===== src/rtl/gpio_bank_pkg.sv =====
package gpio_bank_pkg;
   typedef enum logic [3:0] {
      RG_DIR    = 4'd0,
      RG_OUT    = 4'd1,
      RG_LEVEL  = 4'd2,
      RG_ALT    = 4'd3,
      RG_BLOCK  = 4'd4,
      RG_TRIG   = 4'd5,
      RG_EPOL   = 4'd6,
      RG_LPOL   = 4'd7,
      RG_STATUS = 4'd8
   } reg_idx_e;
endpackage


===== src/rtl/gpio_in_sync.sv =====
module gpio_in_sync #(
   parameter int WIDTH  = 16,
   parameter int STAGES = 2
) (
   input  logic             clk,
   input  logic             rst_n,
   input  logic [WIDTH-1:0] async_in,
   output logic [WIDTH-1:0] sync_out
);
   if (STAGES < 2) begin : g_bad_stages
      $error("gpio_in_sync: STAGES must be at least 2");
   end

   logic [WIDTH-1:0] stg [STAGES];

   for (genvar s = 0; s < STAGES; s++) begin : g_stage
      if (s == 0) begin : g_first
         always_ff @(posedge clk) begin
            if (!rst_n) stg[0] <= '0;
            else        stg[0] <= async_in;
         end
      end else begin : g_next
         always_ff @(posedge clk) begin
            if (!rst_n) stg[s] <= '0;
            else        stg[s] <= stg[s-1];
         end
      end
   end

   assign sync_out = stg[STAGES-1];
endmodule


===== src/rtl/gpio_irq_detect.sv =====
module gpio_irq_detect #(
   parameter int PINS = 16
) (
   input  logic            clk,
   input  logic            rst_n,
   input  logic [PINS-1:0] lvl,
   input  logic [PINS-1:0] trig,
   input  logic [PINS-1:0] epol,
   input  logic [PINS-1:0] lpol,
   input  logic [PINS-1:0] blk,
   input  logic            clr_wr,
   input  logic [PINS-1:0] clr_data,
   output logic [PINS-1:0] status
);
   logic [PINS-1:0] prev, cond, hit, keep, status_nxt;

   always_ff @(posedge clk) begin
      if (!rst_n) prev <= '0;
      else        prev <= lvl;
   end

   for (genvar i = 0; i < PINS; i++) begin : g_pin
      assign cond[i] = trig[i] ? (epol[i] ? (lvl[i] & ~prev[i]) : (~lvl[i] & prev[i]))
                               : ~(lvl[i] ^ lpol[i]);
   end

   assign hit        = cond & ~blk;
   assign keep       = clr_wr ? clr_data : '1;
   // a level bit being cleared ignores its condition for that one cycle
   assign status_nxt = (status & keep) | (hit & (trig | keep));

   always_ff @(posedge clk) begin
      if (!rst_n) status <= '0;
      else        status <= status_nxt;
   end

   assert_blocked_no_set_R5: assert property (@(posedge clk) disable iff (!rst_n)
      (status & ~$past(status) & $past(blk)) == '0);

   assert_edge_needs_change_R6: assert property (@(posedge clk) disable iff (!rst_n)
      (status & ~$past(status) & $past(trig) & ~($past(lvl) ^ $past(prev))) == '0);

   assert_sticky_status_R8: assert property (@(posedge clk) disable iff (!rst_n)
      !$past(clr_wr) |-> ((~status & $past(status)) == '0));

   assert_level_clear_holds_R9: assert property (@(posedge clk) disable iff (!rst_n)
      $past(clr_wr) |-> ((status & ~$past(clr_data) & ~$past(trig)) == '0));
endmodule


===== src/rtl/gpio_irq_bank.sv =====
module gpio_irq_bank
   import gpio_bank_pkg::*;
#(
   parameter int PINS        = 16,
   parameter int ADDR_W      = 4,
   parameter int SYNC_STAGES = 2
) (
   input  logic              clk,
   input  logic              rst_n,
   input  logic [ADDR_W-1:0] reg_addr,
   input  logic              reg_wr,
   input  logic [PINS-1:0]   reg_wdata,
   output logic [PINS-1:0]   reg_rdata,
   input  logic [PINS-1:0]   pin_in,
   output logic [PINS-1:0]   pin_out,
   output logic [PINS-1:0]   pin_oe,
   output logic [PINS-1:0]   alt_sel,
   output logic              bank_irq
);
   if (ADDR_W < 4) begin : g_bad_addr
      $error("gpio_irq_bank: ADDR_W must cover the status index");
   end
   if (PINS < 1) begin : g_bad_pins
      $error("gpio_irq_bank: PINS must be positive");
   end

   localparam logic [PINS-1:0] BLOCK_RST = '1;

   logic [PINS-1:0] dir_q, out_q, alt_q, blk_q, trig_q, epol_q, lpol_q;
   logic [PINS-1:0] lvl_sync, status;
   logic            wr_dir, wr_out, wr_alt, wr_blk, wr_trig, wr_epol, wr_lpol, wr_stat;

   assign wr_dir  = reg_wr && (reg_addr == ADDR_W'(RG_DIR));
   assign wr_out  = reg_wr && (reg_addr == ADDR_W'(RG_OUT));
   assign wr_alt  = reg_wr && (reg_addr == ADDR_W'(RG_ALT));
   assign wr_blk  = reg_wr && (reg_addr == ADDR_W'(RG_BLOCK));
   assign wr_trig = reg_wr && (reg_addr == ADDR_W'(RG_TRIG));
   assign wr_epol = reg_wr && (reg_addr == ADDR_W'(RG_EPOL));
   assign wr_lpol = reg_wr && (reg_addr == ADDR_W'(RG_LPOL));
   assign wr_stat = reg_wr && (reg_addr == ADDR_W'(RG_STATUS));

   always_ff @(posedge clk) begin
      if (!rst_n) begin
         dir_q  <= '0;
         out_q  <= '0;
         alt_q  <= '0;
         blk_q  <= BLOCK_RST;
         trig_q <= '0;
         epol_q <= '0;
         lpol_q <= '0;
      end else begin
         if (wr_dir)  dir_q  <= reg_wdata;
         if (wr_out)  out_q  <= reg_wdata;
         if (wr_alt)  alt_q  <= reg_wdata;
         if (wr_blk)  blk_q  <= reg_wdata;
         if (wr_trig) trig_q <= reg_wdata;
         if (wr_epol) epol_q <= reg_wdata;
         if (wr_lpol) lpol_q <= reg_wdata;
      end
   end

   gpio_in_sync #(.WIDTH(PINS), .STAGES(SYNC_STAGES)) u_sync (
      .clk      (clk),
      .rst_n    (rst_n),
      .async_in (pin_in),
      .sync_out (lvl_sync)
   );

   gpio_irq_detect #(.PINS(PINS)) u_detect (
      .clk      (clk),
      .rst_n    (rst_n),
      .lvl      (lvl_sync),
      .trig     (trig_q),
      .epol     (epol_q),
      .lpol     (lpol_q),
      .blk      (blk_q),
      .clr_wr   (wr_stat),
      .clr_data (reg_wdata),
      .status   (status)
   );

   always_comb begin
      reg_rdata = '0;
      case (reg_addr)
         ADDR_W'(RG_DIR):    reg_rdata = dir_q;
         ADDR_W'(RG_OUT):    reg_rdata = out_q;
         ADDR_W'(RG_LEVEL):  reg_rdata = lvl_sync;
         ADDR_W'(RG_ALT):    reg_rdata = alt_q;
         ADDR_W'(RG_BLOCK):  reg_rdata = blk_q;
         ADDR_W'(RG_TRIG):   reg_rdata = trig_q;
         ADDR_W'(RG_EPOL):   reg_rdata = epol_q;
         ADDR_W'(RG_LPOL):   reg_rdata = lpol_q;
         ADDR_W'(RG_STATUS): reg_rdata = status;
         default:            reg_rdata = '0;
      endcase
   end

   assign pin_oe   = dir_q;
   assign pin_out  = out_q;
   assign alt_sel  = alt_q;
   assign bank_irq = |status;

   assert_irq_drops_after_full_clear_R10: assert property (@(posedge clk) disable iff (!rst_n)
      ($past(wr_stat) && ($past(reg_wdata) == '0) && ($past(blk_q) == BLOCK_RST)) |-> !bank_irq);
endmodule


===== config.mk =====
export PLATFORM = sky130hd
export DESIGN_NAME = gpio_irq_bank
export DESIGN_NICKNAME = d
export VERILOG_FILES = /design/src/rtl/gpio_bank_pkg.sv /design/src/rtl/gpio_in_sync.sv /design/src/rtl/gpio_irq_detect.sv /design/src/rtl/gpio_irq_bank.sv
export SDC_FILE = /design/constraint.sdc
export NUM_CORES = 1
export LEC_CHECK = 0
export CAP_MARGIN = 5
export CORE_MARGIN = 2
export CORE_UTILIZATION = 50
export CTS_CLUSTER_DIAMETER = 150
export DETAILED_ROUTE_END_ITERATION = 10
export PLACE_DENSITY = 0.73
export SLEW_MARGIN = 10
export SYNTH_ARGS = -nofsm -noshare
export SYNTH_HDL_FRONTEND = slang
export SYNTH_SLANG_ARGS = --single-unit

===== constraint.sdc =====
create_clock -name clk -period 2.05 [get_ports clk]
set_input_delay 0.41 -clock clk [delete_from_list [all_inputs] [get_ports clk]]
set_output_delay 0.41 -clock clk [all_outputs]
set_load 0.05 [all_outputs]

==> impl_metrics.env, run 1 <==
export IMPL_status="finished with violations"
export IMPL_violations="negative setup slack"
export IMPL_synth_ff_type="dfxtp_1"
export IMPL_p_leak_nw=4.557
export IMPL_seq_area_frac_synth=0.4406
export IMPL_rsz0062_at_grt="true"
export IMPL_wl_per_cell_um=19.43
export IMPL_setup_ws_ps=-154.1
export IMPL_synth_top_area_cell="dfxtp_1"
export IMPL_synth_area_leaders="dfxtp_1, nand2_1, a21boi_0"
export IMPL_drt_wl_total_mm=25.89
export IMPL_arrival_ps=1790
export IMPL_maxCapViolCount=0
export IMPL_cts_root_buf="clkbuf_16"
export IMPL_tightest_slew_ps=579.8
export IMPL_area_growth_pct=41.02
export IMPL_hold_depth=2
export IMPL_max_stage_delay_ps=490
export IMPL_syn_area_um2=7998
export IMPL_slew_viol_final=0
export IMPL_synthCells=949
export IMPL_grt_pass1_vias=6981
export IMPL_fillers=1135
export IMPL_numCtsBuffers=17
export IMPL_reg2reg_depth=5
export IMPL_startpoint_type="register"
export IMPL_reg2reg_slack_ps=800
export IMPL_regToRegEndpoint="u_detect.status[0]"
export IMPL_yosys_cell_types_count=47
export IMPL_synth_area_per_cell_um2=8.427
export IMPL_io_buffers=103
export IMPL_hold_ws_ps=276.7
export IMPL_ant_nets=0
export IMPL_startpoint="u_sync.stg[1][0]"
export IMPL_die_area_um2=17020
export IMPL_hold_violations=0
export IMPL_rr_startpoint="u_sync.stg[1][0]"
export IMPL_dr_pass1_iters=6
export IMPL_viasPerCell=5.716
export IMPL_htreeDepth=4
export IMPL_core_area_um2=15770
export IMPL_final_util=0.7152
export IMPL_fin_crit_ps=2204
export IMPL_clk_pin_slew_ps=70
export IMPL_overflow=0
export IMPL_routed_via_count=7620
export IMPL_yosys_warnings=0
export IMPL_remaining_drc_errors=0
export IMPL_antenna_found_initial=0
export IMPL_ctsHoldBuffers=0
export IMPL_fin_crit_sh=1.075
export IMPL_crit_type="reg -> out"
export IMPL_initial_core_util=0.5071
export IMPL_holdPathEnd="blk_q[10]"
export IMPL_synth_seq_cells=176
export IMPL_row_count=46
export IMPL_path_buf_inv=1
export IMPL_layout_drive_gt1_share=0.2363
export IMPL_die_h_um=130.5
export IMPL_synthArstFlopShare=0
export IMPL_finClkSkew_ps=8.056
export IMPL_syn_num_nets=988
export IMPL_crit_chain="mux4_2, a211o_1, buf_12"
export IMPL_antenna_cells=0
export IMPL_min_path_type="in -> reg"
export IMPL_fp_dieW_um=130.5
export IMPL_cp_max_fo=2
export IMPL_gp_congestion=0.9233
export IMPL_synth_edf_count=0
export IMPL_first_iter_violations=852
export IMPL_worstSetupEndpointType="primary output"
export IMPL_clk_path_buf_depth=2
export IMPL_setup_tns_final_ps=-769.2
export IMPL_yosysTopAreaCellShare=0.4406
export IMPL_required_ps=1640
export IMPL_cts_tree="done"
export IMPL_finalNetCount=1143
export IMPL_num_io_pins=104
export IMPL_worstHoldStart="rst_n"
export IMPL_place_hpwl_mm=16.94
export IMPL_critPathTopFamily="multiplexers"
export IMPL_clkSinkCount=176
export IMPL_grt_pass1_wl_mm=38.92
export IMPL_peakVddDrop_mv=0.6176
export IMPL_grt_start_max_net_pins=67
export IMPL_grtUsageTotal=0.3042
export IMPL_worst_path_max_delay_cell="mux4_2"
export IMPL_fmax_mhz=453.7
export IMPL_clkLatencyLatePin_ps=440
export IMPL_setup_violations=12
export IMPL_slew_headroom=0.6127
export IMPL_p_per_area_nw_per_um2=692.4
[power by group]
part	internal [mW]	leakage, nW	switching [mW]
logic	0.462	2.83	0.500
registers	3.49	1.44	0.0783
clock network	1.74	0.292	1.53
total	5.70	4.56	2.11
[repair_timing]
item | in CTS | in global routing
resized for setup | 130 | 79
endpoints found under the setup margin | 57 | 21
buffers inserted | 13 | 13
gates cloned | 4 | 1
pin swaps | 21 | 31
[state kept, by name (all words and copies together) (netlist names)]
| name | count |
|---|---|
| alt_sel | 16 |
| blk_q | 16 |
| epol_q | 16 |
| lpol_q | 16 |
| pin_oe | 16 |
| pin_out | 16 |
| trig_q | 16 |
| u_detect.prev | 16 |
| u_detect.status | 16 |
| u_sync.stg | 32 |
[worst register-to-register path, stage by stage, from the launching register on]
cell	delay, ps
dfxtp_4	360
buf_4	150
xor2_1	130
nor3_1	170
o22ai_1	130
a21boi_0	230
[cells in the mapped netlist, types with 2 or more instances]
cell type    n
a22oi_1     11
o22ai_1     23
nor2b_1     25
a211oi_1     4
mux2i_1     29
xor2_1      16
o211ai_1     2
a31oi_1      2
o21ai_0     25
nand2_1    253
dfxtp_1    176
a21boi_0    81
buf_2       18
and3_1       3
nand3b_1     4
nor2_4       4
nor2_1      30
and2_1      50
nor4_1       4
mux4_2       6
nand2b_1     3
a21oi_1      5
a211o_1      2
nor3b_1     18
buf_6        2
a22o_1      11
clkbuf_1    35
nor3_1      20
a21boi_1    31
nand3_1     25
buf_4       15
[final cells by class]
| class | count | area [µm²] | area share |
|---|---|---|---|
| Inverter | 1 | 3.754 | 0.0003328 |
| Sequential cell | 176 | 3560 | 0.3156 |
| Multi-Input combinational cell | 703 | 4541 | 0.4026 |
| Clock inverter | 15 | 172.7 | 0.01531 |
| Timing Repair Buffer | 205 | 2306 | 0.2045 |
| Tap cell | 216 | 270.3 | 0.02396 |
| Clock buffer | 17 | 425.4 | 0.03772 |
[worst max-delay path by stage]
| stage | endpoint | slack (ps) | cells past startpoint |
|---|---|---|---|
| after floorplan | reg_rdata[5] | -200 | 5 |
| after global placement | reg_rdata[15] | -620 | 8 |
| after detailed placement | reg_rdata[15] | -640 | 8 |
| after CTS | reg_rdata[2] | -160 | 3 |
| after global routing | reg_rdata[2] | -170 | 3 |
| final | reg_rdata[0] | -150 | 3 |
[routing by layer]
| layer | up-vias | GRT usage | share of wire |
|---|---|---|---|
| met5 | - | 0 | 0 |
| met2 | 436 | 0.4444 | 0.43 |
| li1 | 3543 | - | - |
| met1 | 3564 | 0.4311 | 0.42 |
| met3 | 77 | 0.06148 | 0.099 |
| met4 | 0 | 0.1464 | 0.044 |
[cells by family after synthesis]
logic type	count (synthesis)	share of synthesized area
buffers and inverters	71	0.04506
AND/OR/NAND/NOR	447	0.2619
flip-flops	176	0.4406
XOR/XNOR	16	0.01752
AO/OA/AOI/OAI	203	0.1804
multiplexers	36	0.05460
[stage by stage]
| stage | instance area (µm²) | total power [mW] | setup WS [ps] | std cells |
|---|---|---|---|---|
| finish | 11280 | 7.809 | -154.1 | 1333 |
| global route | 11280 | 8.027 | -170.8 | 1333 |
| CTS | 10890 | 7.756 | -156.9 | 1321 |
| detailed placement | 9908 | 4.455 | -640.8 | 1272 |
| global placement | 9908 | 4.448 | -623.4 | 1272 |
| floorplan | 8087 | 4.090 | -204.3 | 949 |
[cell usage in the layout, fill, tap and decap left out, drive strengths merged, types with 4 or more instances in the layout]
cell	n
nor3b	18
and2	50
dfxtp	176
a22oi	11
a21oi	5
dlymetal6s2s	6
nor2b	25
nand3	25
mux4	6
nand2	253
o22ai	23
xor2	16
nor2	35
buf	121
o21ai	25
a21boi	112
clkinv	6
nor3	20
mux2i	29
dlygate4sd2	41
nor4	4
inv	8
a22o	11
a211oi	4
nand3b	4
clkdlybuf4s50	34
clkbuf	20
Note: power is estimated with default switching activity, not from simulation.
==> inputs of run 2 (changes only) <==
--- a/config.mk
+++ b/config.mk
@@ -8,7 +8,7 @@
 export CAP_MARGIN = 5
 export CORE_MARGIN = 2
 export CORE_UTILIZATION = 50
-export CTS_CLUSTER_DIAMETER = 150
+export CTS_CLUSTER_DIAMETER = 200
 export DETAILED_ROUTE_END_ITERATION = 10
 export PLACE_DENSITY = 0.73
 export SLEW_MARGIN = 10
==> results of run 2 <==
No change in the layout: final DEF, timing and power equal those of run 1.
